**config.mk**
```make
export PLATFORM = sky130hd
export DESIGN_NAME = apn_tracker
export DESIGN_NICKNAME = d
export VERILOG_FILES = /design/src/rtl/apn_pkg.sv /design/src/rtl/apn_level_calc.sv /design/src/rtl/apn_lowest_find.sv /design/src/rtl/apn_tracker.sv
export SDC_FILE = /design/constraint.sdc
export NUM_CORES = 1
export LEC_CHECK = 0
export CORE_MARGIN = 2
export CORE_UTILIZATION = 53
export DETAILED_ROUTE_END_ITERATION = 10
export PLACE_DENSITY = 0.81
export SLEW_MARGIN = 20
export SYNTH_ARGS = -nofsm -noshare
export SYNTH_HDL_FRONTEND = slang
export SYNTH_HIERARCHICAL = 1
export SYNTH_SLANG_ARGS = --single-unit
```
**constraint.sdc**
```tcl
create_clock -name clk -period 3.8 [get_ports clk]
set_clock_uncertainty 0.05 [all_clocks]
set_input_delay 0.57 -clock clk [delete_from_list [all_inputs] [get_ports clk]]
set_output_delay 0.57 -clock clk [all_outputs]
set_load 0.01 [all_outputs]
```
**src/rtl/apn_pkg.sv**
```systemverilog
package apn_pkg;
    localparam int PRIO_W = 8;
    localparam int RUN_W  = 9;
    localparam int BP_W   = 3;
    localparam logic [RUN_W-1:0] RUN_IDLE = 9'h100;

    // Clear priority bits [bp:0]; bp = 7 clears the whole byte.
    function automatic logic [PRIO_W-1:0] mask_group(input logic [PRIO_W-1:0] prio,
                                                     input logic [BP_W-1:0]   bp);
        logic [8:0] keep;
        keep = 9'h1FF << ({1'b0, bp} + 4'd1);
        return prio & keep[PRIO_W-1:0];
    endfunction
endpackage

```
**src/rtl/apn_level_calc.sv**
```systemverilog
module apn_level_calc
    import apn_pkg::*;
#(
    parameter int MIN_BP = 2,
    localparam int SHIFT = MIN_BP + 1,
    localparam int LVL_W = PRIO_W - SHIFT
) (
    input  logic [PRIO_W-1:0] prio,
    input  logic [BP_W-1:0]   bp,
    output logic [LVL_W-1:0]  level
);
    logic [PRIO_W-1:0] grp;

    always_comb begin
        grp   = mask_group(prio, bp);
        level = LVL_W'(grp >> SHIFT);
    end
endmodule

```
**src/rtl/apn_lowest_find.sv**
```systemverilog
module apn_lowest_find #(
    parameter int N = 32,
    localparam int IDX_W = (N > 1) ? $clog2(N) : 1
) (
    input  logic [N-1:0]     bits,
    output logic             any,
    output logic [IDX_W-1:0] idx
);
    always_comb begin
        any = 1'b0;
        idx = '0;
        for (int i = N - 1; i >= 0; i--) begin
            if (bits[i]) begin
                any = 1'b1;
                idx = IDX_W'(i);
            end
        end
    end
endmodule

```
**src/rtl/apn_tracker.sv**
```systemverilog
module apn_tracker
    import apn_pkg::*;
#(
    parameter int MIN_BP  = 2,
    parameter int NUM_SRC = 64,
    parameter int ID_W    = 10,
    localparam int SHIFT  = MIN_BP + 1,
    localparam int LVL_W  = PRIO_W - SHIFT,
    localparam int NLVL   = 1 << LVL_W
) (
    input  logic                clk,
    input  logic                rst_n,
    input  logic                ack_req,
    input  logic [PRIO_W-1:0]   ack_prio,
    input  logic [ID_W-1:0]     ack_id,
    output logic                ack_ok,
    output logic [ID_W-1:0]     ack_resp_id,
    input  logic                eoi_valid,
    input  logic [ID_W-1:0]     eoi_id,
    input  logic                bp_we,
    input  logic [BP_W-1:0]     bp_wdata,
    output logic [RUN_W-1:0]    run_prio
);
    localparam logic [BP_W-1:0] BP_MIN   = BP_W'(MIN_BP);
    localparam logic [ID_W-1:0] ID_SPUR  = ID_W'(1023);

    typedef struct packed {
        logic [NLVL-1:0]  act;
        logic [RUN_W-1:0] run;
        logic [BP_W-1:0]  bp;
    } state_t;

    state_t st_q, st_d;

    logic [LVL_W-1:0] ack_level;
    logic [NLVL-1:0]  act_after_eoi;
    logic [NLVL-1:0]  act_next;
    logic             next_any;
    logic [LVL_W-1:0] next_idx;
    logic             eoi_take;

    apn_level_calc #(.MIN_BP(MIN_BP)) u_level (
        .prio  (ack_prio),
        .bp    (st_q.bp),
        .level (ack_level)
    );

    apn_lowest_find #(.N(NLVL)) u_find (
        .bits (act_next),
        .any  (next_any),
        .idx  (next_idx)
    );

    always_comb begin
        // Acceptance is judged against the registered running priority.
        ack_ok      = ack_req && ({1'b0, ack_prio} < st_q.run);
        ack_resp_id = ack_ok ? ack_id : ID_SPUR;

        eoi_take = eoi_valid && (st_q.run != RUN_IDLE)
                   && ({22'd0, eoi_id} < 32'(NUM_SRC));

        // Retire the most urgent level first, then mark the new one.
        act_after_eoi = eoi_take ? (st_q.act & (st_q.act - NLVL'(1))) : st_q.act;
        act_next      = act_after_eoi | (ack_ok ? (NLVL'(1) << ack_level) : '0);

        st_d     = st_q;
        st_d.act = act_next;
        st_d.run = next_any ? {1'b0, next_idx, {SHIFT{1'b0}}} : RUN_IDLE;
        if (bp_we) begin
            st_d.bp = (bp_wdata < BP_MIN) ? BP_MIN : bp_wdata;
        end
    end

    always_ff @(posedge clk) begin
        if (!rst_n) begin
            st_q.act <= '0;
            st_q.run <= RUN_IDLE;
            st_q.bp  <= BP_MIN;
        end else begin
            st_q <= st_d;
        end
    end

    assign run_prio = st_q.run;
endmodule

```
==> results of run 1 <==
-- power by group --
group / switching (mW) / internal, mW / total [mW] / leakage, nW
Combinational: 0.264 / 0.215 / 0.478 / 1.04
Clock: 0.166 / 0.214 / 0.379 / 0.0574
Sequential: 0.0198 / 0.450 / 0.470 / 0.332
-- worst min-delay path, delay by kind of cell, from the launching register on --
family                 cells  cell delay [ns]
DFF                        1             0.30
buffers and inverters      1             0.06
AOI/OAI and AO/OA          1             0.08
-- metrics by stage --
step	hold WS (ns)	instances
floorplan	0.411	401
global placement	0.419	516
detailed placement	0.427	516
CTS	0.441	524
global route	0.470	524
finish	0.440	524
-- worst paths after layout --
kind                                           start                     end  slack (ns)  cells after the start
worst max register to register  st_q[0]$_SDFFE_PN0P_  run_prio[3]$_SDFF_PN0_        0.24                     15
worst min-delay path             st_q[43]$_SDFF_PN0_     st_q[43]$_SDFF_PN0_        0.44                      2
worst min register to register   st_q[43]$_SDFF_PN0_     st_q[43]$_SDFF_PN0_        0.44                      2
worst max-delay path                     ack_prio[7]  run_prio[7]$_SDFF_PN0_        0.19                     12
-- flip-flops by register name, indices dropped and copies added, names as in the netlist --
signal and flops:
run_prio 6, st_q 35
-- cells by family after synthesis --
group / count (synthesis)
fa+ha+maj: 7
flops: 41
simple gates: 177
other cells: 1
buf+inv: 60
compound gates: 113
-- layout make-up --
class	count	area share
Sequential cell	41	0.216
Timing Repair Buffer	67	0.164
Inverter	36	0.0355
Tap cell	72	0.0237
Clock inverter	2	0.00987
Multi-Input combinational cell	300	0.529
Clock buffer	6	0.0217
-- cell usage after synthesis (10+ instances only) --
cell      count  share of area
nor4_1       21          0.043
o211ai_1     10          0.024
nand3_1      14          0.023
or2_2        13          0.026
nor2_1       19          0.023
inv_1        35          0.043
dfxtp_1      41           0.27
nor3_1       21          0.034
o22ai_1      25          0.051
a21oi_1      18          0.029
nand2_1      37          0.045
-- routing by layer --
metal	part of all wire	track usage	vias up
met1	0.41	0.383	1583
li1	-	-	1602
met3	0.087	0.0494	29
met5	0	0	-
met2	0.48	0.509	173
met4	0.021	0.0915	0
-- what timing repair did --
| item | in CTS | in global routing |
|---|---|---|
| gates cloned | 0 | 0 |
| endpoints found under the setup margin | 10 | 11 |
| resized for setup | 1 | 6 |
| pin swaps | 0 | 0 |
-- cells in the final DEF (no fill, tap or decap), types with 3 or more instances in the layout --
cell / n
nor3_1: 21
or4_1: 4
clkbuf_8: 6
and2_1: 3
and3_1: 7
inv_1: 35
o21ai_0: 6
clkdlybuf4s50_1: 43
nand3_1: 14
dfxtp_1: 41
nand2b_1: 9
ha_1: 7
nand2_1: 37
nor2b_1: 5
a21oi_1: 18
buf_4: 23
o32ai_2: 8
o31ai_1: 3
o22ai_2: 3
o22ai_1: 22
o32ai_1: 8
o21ai_1: 7
o21ai_2: 3
nor4_1: 21
o211ai_1: 10
or2_2: 13
nand4_1: 5
conb_1: 3
nor2_1: 19
==> results.ini, run 1 <==
[global_routing]
antenna_found_initial=0
grt_pass1_vias=3042
grt_start_max_net_pins=28
grt_pass1_wl_um=15000
track_usage=0.298
grt_overflow=0

[logic_synthesis]
ys.warnings.count=6
synth_top_family_by_area=simple AND/OR/NAND/NOR gates
synth_edf_count=0
synthMuxAreaShare=0
ys_seq_area_frac=0.267
yosysUniqueCellTypes=61
ys_seq_elements=41
yosys.area_share.simple=0.322
yosys.area_share.xor_xnor=0
synth_async_sr_flop_share=0
avgSynthCellArea_um2=7.71
synth_compound_area_frac=0.290
syn_area_um2=3080
synthAdderAreaFrac=0.0285
syn_inst=399
synth_flop_cell=dfxtp_1

[final_layout]
seqCellArea_um2=821
n_antenna_cell=0
synthToLayoutAreaGrowth_pct=23.6
multi_input_area_um2=2010
n_fill_cell=473
finalInstanceArea_um2=3800
final_core_util=0.686
layout-drive-gt1-share=0.168
final_nets=494

[clock_network]
clock_path_buffers=2
cts_hold_buffers=0
clk_pin_slew_ns=0.08
worstSkewPairLatency_ns=0.30
htreeDepth=2
post-cts-setup-buffer-count=0
cts_tree=built
cts-buffers-inserted=5
cts.sinks=41
cts-root-buf=clkbuf_8

[timing]
max_freq_mhz=277
rsz0062_at_grt=true
setup_tns_ns=0
finalHoldViolations=0
period_minus_slack_ns=3.61
setup_ws_ns=0.190
drv_slew=0
setup_viol=0
worst_slew_pin_slew_ns=0.763
period_share=0.950
slew_headroom=0.486

[critical_path]
crit_family=simple AND/OR/NAND/NOR gates
critPathCaptureType=flop
cpPeakStageDelay_ns=0.44
cp-start-kind=input pin
cp_num_buf_inv=2
crit_fanout=12
crit_type=in2reg
slowest_stage=o21ai_2
path_common_cell=nand3_1
cp.arrival_ns=3.76
required_ns=3.95
worstPathCellList=clkdlybuf4s50_1 -> ha_1 -> and2b_1 -> nand3_1 -> buf_4 -> o21ai_2 -> o22ai_1 -> nor4_1 -> nand3_1 -> nor3_1 -> nand3b_1 -> and3_1

[placed_design]
place_ws_ns=-0.107
placed_area_um2=3650
gp_congestion=1.01
io_buffers=43
dpl.hpwl_um=7260

[detailed_routing]
route.detailed.drc=0
detail-route-antenna-nets=0
routed_wirelength_um=9390
routedWlPerCell_um=17.9
vias=3387
viasPerCell=6.46
drtIter0Drc=437
dr.pass1.iters=6

[pwr]
total_power_mw=1.33
power.density_cell_area_nw_per_um2=349
peakVddDrop_mv=0.211
p_leak_nw=1.43

[die]
die_area_um2=6430
coreArea_um2=5540
ioPinCount=56
start_util=0.555
floorplan.rows=27
die_h_um=80.2
die_w_um=80.2

[run]
max-cap-violations=0

[status]
status=complete, no violations

[min_path]
hold_path.class=reg2reg

Power figures use the tool's default switching activity.
==> inputs of run 2 (changes only) <==
PLACE_DENSITY = 0.9   (was 0.81)
==> run 2 against run 1 <==
Compared with the run above: worst setup slack got worse by 0.033 ns; critical path depth increased by 1; largest cell class unchanged; power decreased by 5.2%; register-to-register slack about the same; critical path type unchanged; cell area decreased by 1.0%; die area unchanged; sequential share of layout area increased by 0.22 points; cell count increased by 0.19%; count of clock-buffer cells in the layout unchanged.
==> results.ini, run 2 (synthesis gave the netlist of run 1 again) <==
[clock_network]
worstSkewPairLatency_ns=0.30
cts_hold_buffers=0
clk_pin_slew_ns=0.08
cts-root-buf=clkbuf_8
clock_path_buffers=2
cts_tree=built
cts-buffers-inserted=5
cts.sinks=41
htreeDepth=2

[global_routing]
antenna_found_initial=0
track_usage=0.305
grt_start_max_net_pins=26
grt_pass1_wl_um=15300
grt_pass1_vias=3235
grt_overflow=0

[critical_path]
cp-start-kind=input pin
required_ns=3.94
worstPathCellList=clkdlybuf4s50_1 -> ha_1 -> and2b_1 -> nand3_1 -> o211ai_1 -> buf_4 -> o22ai_1 -> or4_1 -> a21oi_1 -> o21ai_1 -> a21oi_1 -> nor4b_2 -> and3_1
path_common_cell=a21oi_1
cp.arrival_ns=3.78
slowest_stage=or4_1
cpPeakStageDelay_ns=0.55
crit_family=simple AND/OR/NAND/NOR gates
crit_fanout=12
critPathCaptureType=flop
cp_num_buf_inv=2
crit_type=in2reg

[pwr]
p_leak_nw=1.42
power.density_cell_area_nw_per_um2=334
peakVddDrop_mv=0.238

[timing]
setup_viol=0
drv_slew=0
worst_slew_pin_slew_ns=0.589
finalHoldViolations=0
slew_headroom=0.604
max_freq_mhz=274
period_minus_slack_ns=3.64
rsz0062_at_grt=false
setup_tns_ns=0
finalHoldWorstSlack_ns=0.450
period_share=0.959

[final_layout]
layout_commonest_cell=clkdlybuf4s50_1
final_nets=495
largest_reg_flops=35
regMostFlops=st_q
synthToLayoutAreaGrowth_pct=22.4
final_cell_mix=clkdlybuf4s50_1, dfxtp_1, nand2_1
layout-drive-gt1-share=0.166
n_antenna_cell=0

[placed_design]
gp_congestion=0.950
dpl.hpwl_um=7340
io_buffers=43

[detailed_routing]
routed_wirelength_um=9590
routedWlPerCell_um=18.3
dr.pass1.iters=5
detail-route-antenna-nets=0
vias=3473
viasPerCell=6.62
drtIter0Drc=468
route.detailed.drc=0

[die]
floorplan.rows=27
ioPinCount=56
coreArea_um2=5540
die_w_um=80.2
die_area_um2=6430
start_util=0.555
die_h_um=80.2

[run]
max-cap-violations=0

[min_path]
hold_path.class=reg2reg

[status]
status=complete, no violations

[run 2: metal layers]
layer | track usage | wire length (µm) | vias up
li1 | - | - | 1605
met1 | 0.373 | 3780 | 1607
met2 | 0.499 | 4480 | 219
met3 | 0.0742 | 985 | 42
met4 | 0.144 | 345 | 0
met5 | 0 | 0 | -
[run 2: layout make-up]
type	instances	area (µm²)
Clock buffer	6	82.6
Clock inverter	2	13.8
Fill cell	464	1780
Inverter	36	135
Multi-Input combinational cell	300	2000
Sequential cell	41	821
Tap cell	72	90.1
Timing Repair Buffer	68	618
[run 2: final timing paths]
kind                                      startpoint  slack (ns)                     end  cells past startpoint
worst max-delay path                     ack_prio[7]        0.16  run_prio[5]$_SDFF_PN0_                     13
worst min-delay path             st_q[43]$_SDFF_PN0_        0.45     st_q[43]$_SDFF_PN0_                      2
worst max register to register  st_q[1]$_SDFFE_PN1P_        0.25  run_prio[5]$_SDFF_PN0_                     16
worst min register to register   st_q[43]$_SDFF_PN0_        0.45     st_q[43]$_SDFF_PN0_                      2
[run 2: through the flow]
step           instances  cell area (µm²)   util  total power, mW  worst slack, ns
4_1_cts              525             3740  0.676             1.25           0.0927
5_1_grt              525             3760  0.679             1.32          0.00309
3_5_place_dp         517             3650  0.658            0.942          -0.0271
2_1_floorplan        401             3080      -            0.781            0.503
3_3_place_gp         517             3650  0.658            0.928           0.0697
6_report             525             3760  0.679             1.26            0.157
[run 2: worst reg2reg max path: stages (launching register included)]
cell and delay [ns]:
dfxtp_1 0.40, ha_1 0.17, inv_1 0.04, ha_1 0.31
nand2b_1 0.18, and3_1 0.22, nand2b_1 0.16, a2111oi_2 0.39
o21ai_1 0.13, buf_4 0.21, o22ai_1 0.30, or4_4 0.20
a21oi_1 0.05, o21ai_1 0.16, a21oi_1 0.10, nor4b_2 0.22
and3_1 0.19
[run 2: repair_timing]
| action | 4_1_cts | 5_1_grt |
|---|---|---|
| resized for setup | 0 | 5 |
| setup endpoints to repair | 0 | 11 |
| setup buffers | 0 | 0 |
[run 2: power by group]
| part | internal [mW] | total [mW] | switching [mW] |
|---|---|---|---|
| clock network | 0.147 | 0.312 | 0.165 |
| registers | 0.450 | 0.469 | 0.0196 |
| logic | 0.211 | 0.477 | 0.266 |
==> inputs of run 3 (changes only) <==
CORE_ASPECT_RATIO = 1.75   (was not set)
SKIP_LAST_GASP = 1   (was not set)
==> run 3 against run 2 <==
Compared with the run above: die area up 0.38%; global-route usage increased by 5.5 points; critical path type is now reg2reg; largest power group unchanged; core utilization is 0.64 points higher; worst hold slack got worse by 0.0025 ns.
==> results.ini, run 3 (synthesis gave the netlist of run 1 again) <==
[detailed_routing]
routedWlPerCell_um=20.4
routed_wirelength_um=10800
detail-route-antenna-nets=0
drtIter0Drc=325
vias=3578
route.detailed.drc=0
dr.pass1.iters=6
viasPerCell=6.74

[final_layout]
layout_commonest_cell=clkdlybuf4s50_1
final_nets=497
synthToLayoutAreaGrowth_pct=24.5
regMostFlops=st_q
stdcell_count=531
n_antenna_cell=0
final_core_util=0.686
layout-drive-gt1-share=0.176
largest_reg_flops=35
final_cell_mix=clkdlybuf4s50_1, dfxtp_1, nand2_1

[die]
die_area_um2=6450
die_w_um=61.6
coreArea_um2=5590
start_util=0.551
floorplan.rows=36
die_h_um=105
ioPinCount=56

[timing]
setup_viol=0
max_freq_mhz=276
slew_headroom=0.591
rsz0062_at_grt=true
period_minus_slack_ns=3.62
setup_tns_ns=0
setup_ws_ns=0.176
finalHoldViolations=0
period_share=0.954
worst_slew_pin_slew_ns=0.612
drv_slew=0

[critical_path]
cp-start-kind=flop
cp.arrival_ns=3.79
critPathCaptureType=flop
worstPathCellList=ha_1 -> inv_1 -> ha_1 -> nand2b_1 -> and3_1 -> nand2b_1 -> a2111oi_2 -> o21ai_1 -> buf_12 -> o22ai_1 -> nor3_1 -> o21a_1 -> a2111oi_0 -> a221oi_1 -> and3_1
slowest_stage=dfxtp_1
crit_type=reg2reg
required_ns=3.96
cpPeakStageDelay_ns=0.42
crit_fanout=12

[clock_network]
clk_pin_slew_ns=0.09
cts-buffers-inserted=5
clock_path_buffers=2
worstSkewPairLatency_ns=0.32
cts_tree=built
htreeDepth=2
cts.sinks=41
cts-root-buf=clkbuf_8

[status]
status=complete, no violations

[global_routing]
track_usage=0.360
use_met1=0.376
grtUsageMet3=0.0941
grt_pass1_vias=3487
grt_pass1_wl_um=17300
met2_usage=0.589
antenna_found_initial=0
grt_start_max_net_pins=28
grt-busiest-layer=met2
grt_overflow=0

[pwr]
p_leak_nw=1.44
power.density_cell_area_nw_per_um2=352
total_power_mw=1.35
peakVddDrop_mv=0.223

[run]
max-cap-violations=0

[placed_design]
dp.cells=523
dpl.hpwl_um=8180
io_buffers=43
gp_congestion=1.00
place_ws_ns=-0.134

[min_path]
hold_path.class=reg2reg

run 3: where the power goes:
part / switching (mW) / internal (mW)
sequential: 0.0202 / 0.450
clock: 0.169 / 0.214
combinational: 0.275 / 0.220
total: 0.463 / 0.884
run 3: path summary, 6_finish.rpt:
kind                                      startpoint                endpoint  slack (ns)  cells past startpoint
worst max-delay path            st_q[0]$_SDFFE_PN0P_  run_prio[3]$_SDFF_PN0_        0.18                     15
worst min-delay path             st_q[41]$_SDFF_PN0_     st_q[41]$_SDFF_PN0_        0.45                      2
worst max register to register  st_q[0]$_SDFFE_PN0P_  run_prio[3]$_SDFF_PN0_        0.18                     15
worst min register to register   st_q[41]$_SDFF_PN0_     st_q[41]$_SDFF_PN0_        0.45                      2
run 3: what timing repair did:
item,4_1_cts,5_1_grt
gates resized for setup,1,6
setup buffers,0,0
endpoints found under the setup margin,10,12
endpoints found under the hold margin,0,0
hold buffers,0,0
run 3: final cells by class:
cell class,count,area [µm²]
fillers,462,1760
repair buffers,70,646
clock buffers,6,82.6
well taps,76,95.1
inverters,36,135
clock inverters,2,37.5
flip-flops and latches,41,821
multi-input cells,300,2010
run 3: critical path: cells and delay by family (launching register included):
family	cells	cell delay [ns]
AOI/OAI and AO/OA	6	1.49
and+or+nand+nor	5	0.86
adders and majority gates	2	0.46
DFF	1	0.42
buffers and inverters	2	0.22
run 3: stage by stage:
step	hold slack (ns)	cell area, µm²
5_1_grt	0.467	3830
4_1_cts	0.448	3800
2_1_floorplan	0.411	3080
3_5_place_dp	0.437	3680
6_report	0.447	3830
3_3_place_gp	0.427	3680
run 3: metal layers:
metal  part of all wire  vias up  wire length (µm)
met5                  0        -                 0
met4              0.081        0               881
met3              0.082       79               890
met2               0.51      257              5520
met1               0.33     1633              3540
li1                   -     1609                 -
